`src/rtl/edge_pulse_encoder.sv`:
```
`timescale 1ns/1ps
module edge_pulse_encoder #(
  parameter int PULSE_W  = 1,
  parameter int IDLE_CYC = 450
) (
  input  logic clk,
  input  logic rst_n,
  input  logic pwr_en,
  input  logic data_in,
  output logic set_pulse,
  output logic clr_pulse
);
  localparam int CW = (PULSE_W > 1) ? $clog2(PULSE_W) : 1;
  localparam int TW = (IDLE_CYC > 2) ? $clog2(IDLE_CYC) : 1;
  localparam logic [CW-1:0] CNT_LAST = CW'(PULSE_W - 1);
  localparam logic [TW-1:0] TMR_LAST = TW'(IDLE_CYC - 1);

  logic [2:0]    smp;
  logic [TW-1:0] tmr;
  logic [CW-1:0] cnt;
  logic          act, pol, held, held_pol;
  logic          rise, fall, chg, refresh_due;

  // two synchroniser stages plus one history stage for edge detection
  always_ff @(posedge clk or negedge rst_n)
    if (!rst_n) smp <= '0;
    else        smp <= {smp[1:0], data_in};

  assign rise        = smp[1] & ~smp[2];
  assign fall        = ~smp[1] & smp[2];
  assign chg         = pwr_en & (rise | fall);
  assign refresh_due = pwr_en & (tmr == TMR_LAST) & ~chg;

  always_ff @(posedge clk or negedge rst_n)
    if (!rst_n)                    tmr <= '0;
    else if (!pwr_en)              tmr <= '0;
    else if (chg || refresh_due)   tmr <= '0;
    else                           tmr <= tmr + 1'b1;

  always_ff @(posedge clk or negedge rst_n) begin
    if (!rst_n) begin
      act <= 1'b0; pol <= 1'b0; cnt <= '0; held <= 1'b0; held_pol <= 1'b0;
    end else if (!pwr_en) begin
      act <= 1'b0; pol <= 1'b0; cnt <= '0; held <= 1'b0; held_pol <= 1'b0;
    end else if (act) begin
      if (cnt == CNT_LAST) act <= 1'b0;
      else                 cnt <= cnt + 1'b1;
      if (chg) begin
        held     <= 1'b1;
        held_pol <= rise;
      end
    end else if (held) begin
      act      <= 1'b1;
      cnt      <= '0;
      pol      <= held_pol;
      held     <= chg;
      held_pol <= rise;
    end else if (chg) begin
      act <= 1'b1;
      cnt <= '0;
      pol <= rise;
    end else if (refresh_due) begin
      act <= 1'b1;
      cnt <= '0;
      pol <= smp[1];
    end
  end

  assign set_pulse = act & pol;
  assign clr_pulse = act & ~pol;
endmodule


```
`config.mk`:
```
export PLATFORM = sky130hd
export DESIGN_NAME = edge_pulse_encoder
export DESIGN_NICKNAME = d
export VERILOG_FILES = /design/src/rtl/edge_pulse_encoder.sv
export SDC_FILE = /design/constraint.sdc
export NUM_CORES = 1
export LEC_CHECK = 0
export ABC_AREA = 1
export BUFFER_PORTS_ARGS = -buffer_cell sky130_fd_sc_hd__buf_2
export CAP_MARGIN = 20
export CELL_PAD_IN_SITES_DETAIL_PLACEMENT = 0
export CELL_PAD_IN_SITES_GLOBAL_PLACEMENT = 1
export CORE_MARGIN = 2
export CORE_UTILIZATION = 47
export DETAILED_ROUTE_END_ITERATION = 10
export MAX_ROUTING_LAYER = met4
export PLACE_DENSITY_LB_ADDON = 0.3
export RECOVER_POWER = 25
export SETUP_SLACK_MARGIN = 0.3
export SLEW_MARGIN = 10
export SYNTH_ARGS = -nofsm -noshare
export SYNTH_HDL_FRONTEND = slang
export SYNTH_SLANG_ARGS = --single-unit
```
`constraint.sdc`:
```
create_clock -name clk -period 2.3 [get_ports clk]
set_input_delay 0 -clock clk [delete_from_list [all_inputs] [get_ports clk]]
set_output_delay 0 -clock clk [all_outputs]
set_load 0.02 [all_outputs]
```
After elaboration in Yosys (flattened, before gate mapping)
Index checks and enable logic that the tools add are counted.
W data, S select, Z words.
Word-level totals
  output and inout bits: 2
  input bits: 4
  bits in read-only memories: 0
  memories: 0
  memory bits (writable): 0
  bits in registers: 17
  word-level logic and storage cells: 57
  bits in latches: 0
Operators by class
  add/subtract/negate cells: 2
  magnitude comparators: 0
  equality and inequality tests: 6
  $mul: 0
  bitwise operators: 12
  div/mod/pow operators: 0
  reductions and logical operators: 3
  muxes and demuxes: 27
  shifts and indexed selects: 0
Operators with widths (count)
  $mux W1: 25
  $mux W9: 2
  $add A9 B1 Y9 const B: 1
  $eq A9 B9 Y1 const B: 1
  $and A1 B1 Y1: 7
  $ne A5 B1 Y1 const B: 1
  $ne A4 B1 Y1 const B: 1
  $not A1 Y1: 4
  $reduce_and A2 Y1: 2
  $ne A3 B1 Y1 const B: 1
  $ne A3 B2 Y1 const B: 1
  $ne A2 B2 Y1 const B: 1
  $add A1 B1 Y1 const B: 1
  $logic_or A1 B1 Y1: 1
  $or A1 B1 Y1: 1

Depth between registers and ports, before layout
Gate-level depths: netlist of run 1.
  word-level depth: 11
  gate-level depth with buffers: 10
  mapped depth without buffers: 10

Least setup slack after synthesis of run 1
No wires, ideal clock.
  kind: register to register
  start: reg smp[1]
  end: reg pol
  setup time: 117 ps
  data arrival time: 1125 ps
  setup slack: 1058 ps
  clock period less this slack: 1242 ps
  path buffers: 0
  stages on the path, launching flop included: 10
  required time: 2183 ps
  path through: dfrtp_1 -> ha_1 -> inv_1 -> nand2_1 -> nand2_1 -> nand3_1 -> nand2_1 -> nor2_1 -> nand3_1 -> nand2_1
On the way
  word-level cells in the longest chain between the ends: 8
  elaborated cells between the ends (all ways): 14
  classes of those cells: eq/ne (1); mux (5); bitwise (7); reduce/logical (1)
Ends and longest elaborated chain
  start: declaration: RTL line 18  | logic [2:0] smp;
  start signal: assignment: RTL line 27  | else smp <= {smp[1:0], data_in};
  $not A1 Y1: RTL line 30  | assign fall = ~smp[1] & smp[2];
  $and A1 B1 Y1: RTL line 30
  $or A1 B1 Y1: RTL line 31  | assign chg = pwr_en & (rise | fall);
  $and A1 B1 Y1: RTL line 31
  $not A1 Y1 / $mux W1 (equally long branches): RTL line 32, 58
  $and A1 B1 Y1 / $mux W1 (equally long branches): RTL line 32, 52
  $ne A4 B1 Y1 (no line) / $mux W1 (equally long branches)
  $reduce_and A2 Y1 (no line) / $mux W1 (equally long branches)
  end signal: assignment: RTL line 55  | pol <= held_pol;
  end signal: assignment: RTL line 61  | pol <= rise;
  end signal: assignment: RTL line 65  | pol <= smp[1];
  end: declaration: RTL line 21  | logic act, pol, held, held_pol;
Parallel ways exist; a longest one is shown, timed or not. The select of a mux whose other input is x is not followed.
A chain may end at the register's enable or synchronous reset.

Worst setup path after layout of run 1
Ends and elaborated chain as after synthesis.

==> out/qor.csv, run 1 <==
stage;metric;value;unit
timing;Slew headroom;42.6;%
floorplanning;core box area;1730;µm²
setup_path;WP data required;2.49;ns
timing;Achievable Freq;727;MHz
yosys;synth unique cells;22;
clocking;H-tree depth;1;
timing;setup TNS after final layout;0;ns
clocking;clk sink count;16;
yosys;Synth warnings;0;
detailed_routing;Pre-antenna DRT Iters;4;
placed_design;GPL Wtd Cong;0.791;
power;pwr/cell area;589;nW/µm²
setup_path;critical path's top delay family;simple AND/OR/NAND/NOR gates;
floorplanning;row cnt;15;
yosys;largest area contributor in the netlist;dfrtp_1;
placed_design;Detailed Place HPWL;994;µm
min_path;hold_sp;pwr_en;
setup_path;max incr delay on CP;0.42;ns
setup_path;CP bufs+invs;1;
cells_and_area;area delta synth->final;11.6;%
clocking;post_cts resized;0;
floorplanning;chip width;46.8;µm
yosys;Cell Area, Synth;860;µm²
timing;PnR worst setup slack;0.924;ns
setup_path;CP arrival;1.57;ns
timing;pin slew with the least headroom to its limit;0.861;ns
cells_and_area;Fillers;172;
yosys;#FFs+latches synth;16;
timing;hold_ws;0.0598;ns
yosys;top post-synthesis cells by area;dfrtp_1 (47%), nand2_1 (7.9%), nor2_2 (6.6%);
setup_path;CP dominant cell by count;nand2_1;
timing;Min Clock Period, post-route;1.38;ns
global_routing;GRT Overall Usage;16.2;%
yosys;Post-Syn Instances;95;
yosys;Mapped Nets;102;
timing;Layout Skew;0.00285;ns
global_routing;first-pass GRT wire length;2440;µm
cells_and_area;Total Nets Final;113;
setup_path;critical setup path kind;reg2reg;
global_routing;number of antenna violations at the first check in global routing;0;
timing;Hold Fails Final Rpt;0;
setup_path;Reg-to-Reg End;pol;
setup_path;reg2reg start;smp[1];
clocking;Clk pin slew, worst setup/hold paths;0.10;ns
detailed_routing;DRC errors left;0;
power;leakage;0.473;nW
flow_run;Max Cap Viol;0;
detailed_routing;Routed Antenna Nets;0;
cells_and_area;antenna diode count;0;
global_routing;largest net degree at the start of global routing;17;
setup_path;CP startpoint;smp[1];
detailed_routing;routed via count;619;
cells_and_area;post-route cell area;960;µm²
placed_design;number of I/O port buffers;5;
global_routing;vias in the first global route;557;
setup_path;crit start category;flip-flop;
global_routing;grt total ovfl;0;
yosys;area share of the largest cell type after synthesis;46.6;%
timing;Final period util;59.8;%
clocking;CTS tree;built;
cells_and_area;share of cells above drive strength 1;25.7;%
setup_path;CP max-delay cell;dfrtp_1;
detailed_routing;mean routed wirelength per cell;10.5;µm
setup_path;worst reg2reg setup slack;0.92;ns
clocking;Longest Clk Path Bufs;2;
detailed_routing;drt via density;4.76;
floorplanning;die area;2190;µm²
clocking;worst skew pair latency;0.29;ns
min_path;Hold WC Path Type;in2reg;
timing;Max Slew Vio Count;0;
clocking;Root Buffer;clkbuf_4;
timing;Setup-failing EPs final;0;
setup_path;crit path capture type;flip-flop;
setup_path;worst-path cell chain;ha_1 -> inv_1 -> nand2_1 -> nand2_1 -> nand3_1 -> nand2_1 -> nor2_1 -> nand3_1 -> nand2_1;
placed_design;Post-Place Cell Area;905;µm²
detailed_routing;WL final;1370;µm
placed_design;dpl ws;0.956;ns
yosys;Mean Syn Cell Area;9.05;µm²
min_path;hold depth;3;
yosys;Seq/Total Area, Yosys;46.6;%
timing;unrepaired setup endpoints after global routing;false;
clocking;CTS Buf Count;3;
floorplanning;Ports;6;
min_path;Min-Delay Endpoint;held_pol;
floorplanning;starting density of the core;49.8;%
status;status;finished clean;
power;Peak VDD IR;0.406;mV
floorplanning;chip height;46.8;µm
setup_path;worst r2r path cells;9;
detailed_routing;DRT iter0 DRCs;12;
setup_path;CP max FO;4;
layer usage:
| layer | vias up | GRT usage, % | wire [µm] |
|---|---|---|---|
| met5 | - | - | 0 |
| met4 | 0 | 6.67 | 13 |
| met3 | 2 | 3.46 | 42 |
| met2 | 12 | 23.3 | 621 |
| met1 | 289 | 22.2 | 688 |
| li1 | 316 | - | - |
state kept, by name (all words and copies together), names as in the netlist:
| signal | cells |
|---|---|
| act | 1 |
| held | 1 |
| held_pol | 1 |
| pol | 1 |
| smp | 3 |
| tmr | 9 |
cells by family (layout without fill, tap and decap cells):
family	Yosys count	count (layout)	share of synthesized area [%]
fa+ha+maj	3	3	4.37
simple gates	48	48	30.6
buf+inv	17	27	8.88
xor+xnor	5	5	5.10
flops	16	16	46.6
compound gates	6	6	4.51
synth_stat cells, drive strengths merged:
cell type and instances:
nand2 19, nor2 18, dfrtp 16, inv 16
nand3 6, ha 3, nand4 3, xor2 3
a21oi 2, o22ai 2, xnor2 2, a31o 1
buf 1, nor3 1, nor3b 1, o21bai 1
how the worst max path moves through the flow:
stage,end,depth (start not counted)
after floorplan,pol,9
after detailed placement,pol,9
final,pol,9
after global routing,pol,9
after CTS,pol,9
after global placement,pol,9
power breakdown:
group / total [mW] / internal [mW] / switching, mW / leakage (nW)
sequential: 0.303 / 0.294 / 0.00937 / 0.212
clock: 0.195 / 0.0964 / 0.0982 / 0.0210
combinational: 0.0670 / 0.0241 / 0.0428 / 0.240
placed cells by master (no fill, tap or decap), drive strengths merged, types with 3 or more instances in the layout:
| cell type | synthesis | layout |
|---|---|---|
| dfrtp | 16 | 16 |
| ha | 3 | 3 |
| nand4 | 3 | 3 |
| buf | 1 | 4 |
| nand2 | 19 | 19 |
| inv | 16 | 16 |
| clkbuf | 0 | 5 |
| nand3 | 6 | 6 |
| xor2 | 3 | 3 |
| nor2 | 18 | 18 |
what timing repair did:
| action | 4_1_cts | 5_1_grt |
|---|---|---|
| buffers inserted | 0 | 0 |
| hold endpoints to repair | 17 | 0 |
| hold buffers | 2 | 0 |
per-stage QoR:
| step | total power, mW | util (%) | cells |
|---|---|---|---|
| final | 0.565 | 55.6 | 130 |
| after global routing | 0.593 | 55.6 | 130 |
| after CTS | 0.570 | 55.7 | 130 |
| after detailed placement | 0.375 | 52.4 | 124 |
| after global placement | 0.374 | 52.4 | 124 |
| after floorplan | 0.354 | - | 95 |
area by class of cell:
| cell class | instances | area [µm²] | share of cell area [%] |
|---|---|---|---|
| Sequential cell | 16 | 400 | 41.7 |
| Clock buffer | 4 | 36.3 | 3.78 |
| Tap cell | 25 | 31.3 | 3.26 |
| Inverter | 16 | 65.1 | 6.78 |
| Multi-Input combinational cell | 62 | 383 | 39.9 |
| Timing Repair Buffer | 7 | 43.8 | 4.56 |
worst reg2reg max path: stages (launching register included):
cell and delay (ns):
dfrtp_1 0.42, ha_1 0.30, inv_1 0.09, nand2_1 0.12
nand2_1 0.08, nand3_1 0.06, nand2_1 0.06, nor2_1 0.04
nand3_1 0.07, nand2_1 0.05
(Power assumes the default switching activity.)
==> run 2, diff against run 1 <==
- CORE_UTILIZATION: 47 -> 44
- clock period: 2.3 -> 1.4 ns (I/O delays scaled with it)
==> run 2 against run 1 <==
Against the previous run:
- clock power is 58% higher
- core utilization rose by 3.7 points
- sequential cell count stayed put
- wire length up 13%
- non-clock buffer count increased by 6
- design area up 10%
- global-route usage is 1.4 points higher
==> out/qor.csv, run 2 (synthesis gave the netlist of run 1 again) <==
stage;metric;value;unit
timing;unrepaired setup endpoints after global routing;true;
timing;Hold Fails Final Rpt;0;
clocking;Longest Clk Path Bufs;2;
detailed_routing;routed via count;636;
global_routing;grt total ovfl;0;
flow_run;Max Cap Viol;0;
placed_design;GPL Wtd Cong;0.758;
power;Tot Pwr;958;µW
clocking;CTS tree;built;
global_routing;largest net degree at the start of global routing;17;
placed_design;dpl ws;0.0928;ns
cells_and_area;antenna diode count;0;
timing;setup TNS after final layout;0;ns
setup_path;max incr delay on CP;0.43;ns
setup_path;CP startpoint;tmr[0];
setup_path;WP data required;1.59;ns
setup_path;CP max FO;4;
clocking;clk sink count;16;
cells_and_area;share of cells above drive strength 1;36.9;%
placed_design;Placed Cells;124;
cells_and_area;commonest non-fill, non-tap cells in the layout;nand2_1 (16), dfrtp_1 (16), inv_1 (11), nor2_2 (7);
setup_path;critical setup path kind;reg2reg;
clocking;Root Buffer;clkbuf_4;
floorplanning;starting density of the core;48.2;%
detailed_routing;DRT iter0 DRCs;8;
min_path;hold_sp;pwr_en;
global_routing;GRT Overall Usage;17.6;%
clocking;worst skew pair latency;0.29;ns
floorplanning;row cnt;15;
timing;hold_ws;0.0723;ns
clocking;Clk pin slew, worst setup/hold paths;0.10;ns
cells_and_area;Total Nets Final;119;
floorplanning;die area;2320;µm²
power;leakage;0.506;nW
detailed_routing;drt via density;4.68;
cells_and_area;max reg flops;9;
setup_path;worst-path cell chain;ha_2 -> nand2_2 -> nor2_4 -> nand4_1 -> nor3b_2 -> nor2_1;
placed_design;Post-Place Cell Area;912;µm²
clocking;CTS Buf Count;3;
timing;pin slew with the least headroom to its limit;0.843;ns
cells_and_area;Most flops, register;tmr;
timing;Setup-failing EPs final;0;
detailed_routing;Routed Antenna Nets;0;
power;pwr/cell area;906;nW/µm²
status;status;finished clean;
detailed_routing;DRC errors left;0;
timing;Min Clock Period, post-route;1.32;ns
cells_and_area;biggest regs;tmr x9, smp x3;
setup_path;crit start category;flip-flop;
detailed_routing;mean routed wirelength per cell;11.4;µm
floorplanning;chip height;48.2;µm
global_routing;first-pass GRT wire length;2580;µm
floorplanning;core box area;1780;µm²
global_routing;vias in the first global route;599;
placed_design;Detailed Place HPWL;1030;µm
timing;Final period util;94.1;%
timing;Slew headroom;43.8;%
cells_and_area;post-route cell area;1060;µm²
detailed_routing;WL final;1550;µm
setup_path;CP arrival;1.51;ns
timing;Achievable Freq;759;MHz
power;Peak VDD IR;0.547;mV
timing;Max Slew Vio Count;0;
setup_path;crit path capture type;flip-flop;
clocking;H-tree depth;1;
cells_and_area;Layout Cells excl Fill;136;
floorplanning;Ports;6;
setup_path;reg2reg start;tmr[0];
timing;Layout Skew;0.00349;ns
setup_path;CP max-delay cell;dfrtp_1;
min_path;Hold WC Path Type;in2reg;
placed_design;number of I/O port buffers;5;
cells_and_area;Final Core Density;59.3;%
floorplanning;chip width;48.2;µm
global_routing;number of antenna violations at the first check in global routing;0;
cells_and_area;area delta synth->final;23.0;%
detailed_routing;Pre-antenna DRT Iters;4;
timing;PnR worst setup slack;0.0820;ns
-- run 2: area by class of cell --
class | count | area (µm²)
Tap cell | 25 | 31.3
Sequential cell | 16 | 400
Multi-Input combinational cell | 62 | 435
Fill cell | 162 | 726
Timing Repair Buffer | 13 | 88.8
Clock buffer | 4 | 36.3
Inverter | 16 | 65.1
-- run 2: final timing paths --
check | end | slack (ns) | cells past startpoint
setup / recovery | tmr[8] | 0.08 | 6
hold / removal | held | 0.07 | 3
setup reg to reg | tmr[8] | 0.08 | 6
hold reg to reg | smp[1] | 0.36 | 0
max in group asynchronous | smp[0] | 0.56 | 2
min in group asynchronous | tmr[7] | 0.32 | 2
-- run 2: where the power goes --
group          switching, mW  total (mW)  internal [mW]  leakage, nW
Combinational         0.0862       0.150         0.0642        0.273
Clock                  0.149       0.308          0.158       0.0210
Sequential            0.0170       0.500          0.483        0.212
-- run 2: critical path, delay by kind of cell (launching register included) --
family | cells | cell delay [ns]
AND/OR/NAND/NOR | 5 | 0.57
adder cells (fa/ha/maj) | 1 | 0.22
flip-flops | 1 | 0.43
-- run 2: timing repair --
item                       in CTS  in global routing
setup buffers                   4                  2
pin swaps                       1                  5
gates resized for setup         2                  8
setup endpoints to repair      12                 13
hold buffers                    2                  0
hold endpoints to repair       17                  0
-- run 2: routing by layer --
metal | vias up | GRT usage [%] | wire length (µm)
li1 | 327 | - | -
met1 | 295 | 21.6 | 701
met2 | 12 | 25.3 | 759
met3 | 2 | 8.15 | 72
met4 | 0 | 6.49 | 12
met5 | - | - | 0
==> run 3, diff against run 2 <==
- CORE_UTILIZATION: 44 -> 47
- CTS_BUF_LIST: unset -> sky130_fd_sc_hd__clkbuf_4 sky130_fd_sc_hd__clkbuf_8
- PLACE_DENSITY_LB_ADDON: 0.3 -> 0.1
==> run 3 against run 2 <==
Against the previous run:
- cell count rose by 1.5%
- worst hold slack improved by 0.011 ns
- sequential power about the same
- core utilization rose by 1.9 points
- critical path depth stayed put
- fmax grew 1.7%
- setup slack improved by 0.022 ns
==> out/qor.csv, run 3 (synthesis gave the netlist of run 1 again) <==
stage;metric;value;unit
timing;hold_ws;0.0832;ns
timing;pin slew with the least headroom to its limit;0.852;ns
timing;Max Slew Vio Count;0;
min_path;Min-Delay Endpoint;held;
placed_design;GPL Wtd Cong;0.771;
power;leakage;0.518;nW
global_routing;first-pass GRT wire length;2420;µm
cells_and_area;Total Nets Final;121;
setup_path;crit path capture type;flip-flop;
detailed_routing;drt via density;4.68;
cells_and_area;Final Core Density;61.2;%
status;status;finished clean;
floorplanning;die area;2190;µm²
power;Peak VDD IR;0.611;mV
power;Tot Pwr;948;µW
global_routing;vias in the first global route;565;
cells_and_area;commonest non-fill, non-tap cells in the layout;nand2_1 (16), dfrtp_1 (16), inv_1 (12), nor2_2 (9), buf_4 (7);
setup_path;Reg-to-Reg End;tmr[8];
clocking;Clk pin slew, worst setup/hold paths;0.09;ns
detailed_routing;DRT iter0 DRCs;9;
setup_path;CP max FO;4;
clocking;worst skew pair latency;0.28;ns
clocking;Root Buffer;clkbuf_4;
timing;Achievable Freq;772;MHz
clocking;CTS tree;built;
min_path;Hold WC Path Type;in2reg;
setup_path;reg2reg start;tmr[0];
global_routing;largest net degree at the start of global routing;17;
clocking;clk sink count;16;
setup_path;critical setup path kind;reg2reg;
floorplanning;row cnt;15;
clocking;H-tree depth;1;
cells_and_area;antenna diode count;0;
cells_and_area;area of the multi-input gates;417;µm²
cells_and_area;Fillers;159;
cells_and_area;max reg flops;9;
floorplanning;core box area;1730;µm²
flow_run;Max Cap Viol;0;
global_routing;GRT Overall Usage;16.5;%
detailed_routing;DRC errors left;0;
floorplanning;Ports;6;
setup_path;worst r2r path cells;6;
setup_path;worst reg2reg setup slack;0.10;ns
detailed_routing;WL final;1450;µm
placed_design;Detailed Place HPWL;1000;µm
clocking;Longest Clk Path Bufs;2;
timing;Min Clock Period, post-route;1.30;ns
cells_and_area;register area;400;µm²
power;pwr/cell area;897;nW/µm²
placed_design;number of I/O port buffers;5;
detailed_routing;Pre-antenna DRT Iters;4;
timing;Slew headroom;43.2;%
cells_and_area;Most flops, register;tmr;
timing;Final period util;92.6;%
detailed_routing;routed via count;646;
cells_and_area;share of cells above drive strength 1;38.1;%
global_routing;number of antenna violations at the first check in global routing;0;
detailed_routing;mean routed wirelength per cell;10.5;µm
setup_path;crit start category;flip-flop;
floorplanning;chip height;46.8;µm
detailed_routing;Routed Antenna Nets;0;
setup_path;WP data required;1.58;ns
cells_and_area;area delta synth->final;23.0;%
min_path;hold depth;3;
min_path;hold_sp;pwr_en;
clocking;CTS Buf Count;3;
timing;Layout Skew;0.00340;ns
timing;Hold Fails Final Rpt;0;
global_routing;grt total ovfl;0;
floorplanning;starting density of the core;49.8;%
timing;Setup-failing EPs final;0;
timing;setup TNS after final layout;0;ns
timing;unrepaired setup endpoints after global routing;true;
floorplanning;chip width;46.8;µm
setup_path;CP arrival;1.48;ns
cells_and_area;biggest regs;tmr x9, smp x3;
==> run 3: cell count changes in the layout (fill, tap and decap cells not counted), sizes merged <==
cell    before  now
clkinv       1    0
inv         15   16
buf         10   12
==> run 3: worst max-delay path: stages, from the launching register on <==
cell and delay [ns]:
dfrtp_1 0.41, ha_2 0.21, nand2_2 0.07, nor2_4 0.13, nand4_1 0.13, nor3b_2 0.20
nor2_1 0.05
==> run 3: repair_timing <==
item	in CTS	in global routing
gates cloned	0	0
gates resized for setup	2	4
endpoints found under the hold margin	17	0
pin swaps	2	5
endpoints found under the setup margin	12	12
buffers inserted	4	4
hold buffers	2	0
==> run 3: per-stage QoR <==
| step | cell area [µm²] | std cells | setup slack (ns) |
|---|---|---|---|
| 2_1_floorplan | 867 | 95 | 0.194 |
| 3_3_place_gp | 912 | 124 | 0.103 |
| 3_5_place_dp | 912 | 124 | 0.0880 |
| 4_1_cts | 1010 | 134 | 0.100 |
| 5_1_grt | 1060 | 138 | 0.0208 |
| 6_report | 1060 | 138 | 0.104 |
==> run 3: layer usage <==
metal | vias to the layer above | part of all wire, % | routed length (µm) | track usage (%)
met1 | 302 | 50 | 732 | 22.2
met2 | 8 | 46 | 669 | 23.3
li1 | 334 | - | - | -
met5 | - | 0 | 0 | -
met3 | 2 | 2.4 | 35 | 4.62
met4 | 0 | 1.0 | 15 | 6.67
==> run 3: final cells by class <==
cell class,instances,area share [%]
Clock buffer,4,3.43
Multi-Input combinational cell,62,39.4
Sequential cell,16,37.9
Timing Repair Buffer,15,10.2
Tap cell,25,2.96
Inverter,16,6.15
==> run 3: power breakdown <==
| group | total (mW) | leakage [nW] | internal (mW) | switching (mW) |
|---|---|---|---|---|
| Clock | 0.301 | 0.0210 | 0.158 | 0.143 |
| Combinational | 0.148 | 0.286 | 0.0624 | 0.0854 |
| Sequential | 0.499 | 0.212 | 0.483 | 0.0162 |
| Total | 0.948 | 0.518 | 0.704 | 0.245 |
==> run 3: worst max path at each step <==
| stage | endpoint | from | slack, ns |
|---|---|---|---|
| after floorplan | tmr[8] | tmr[0] | 0.19 |
| after global placement | tmr[8] | tmr[0] | 0.10 |
| after detailed placement | tmr[8] | tmr[0] | 0.09 |
| after CTS | tmr[8] | tmr[0] | 0.1 |
| after global routing | tmr[8] | tmr[0] | 0.02 |
| final | tmr[8] | tmr[0] | 0.10 |
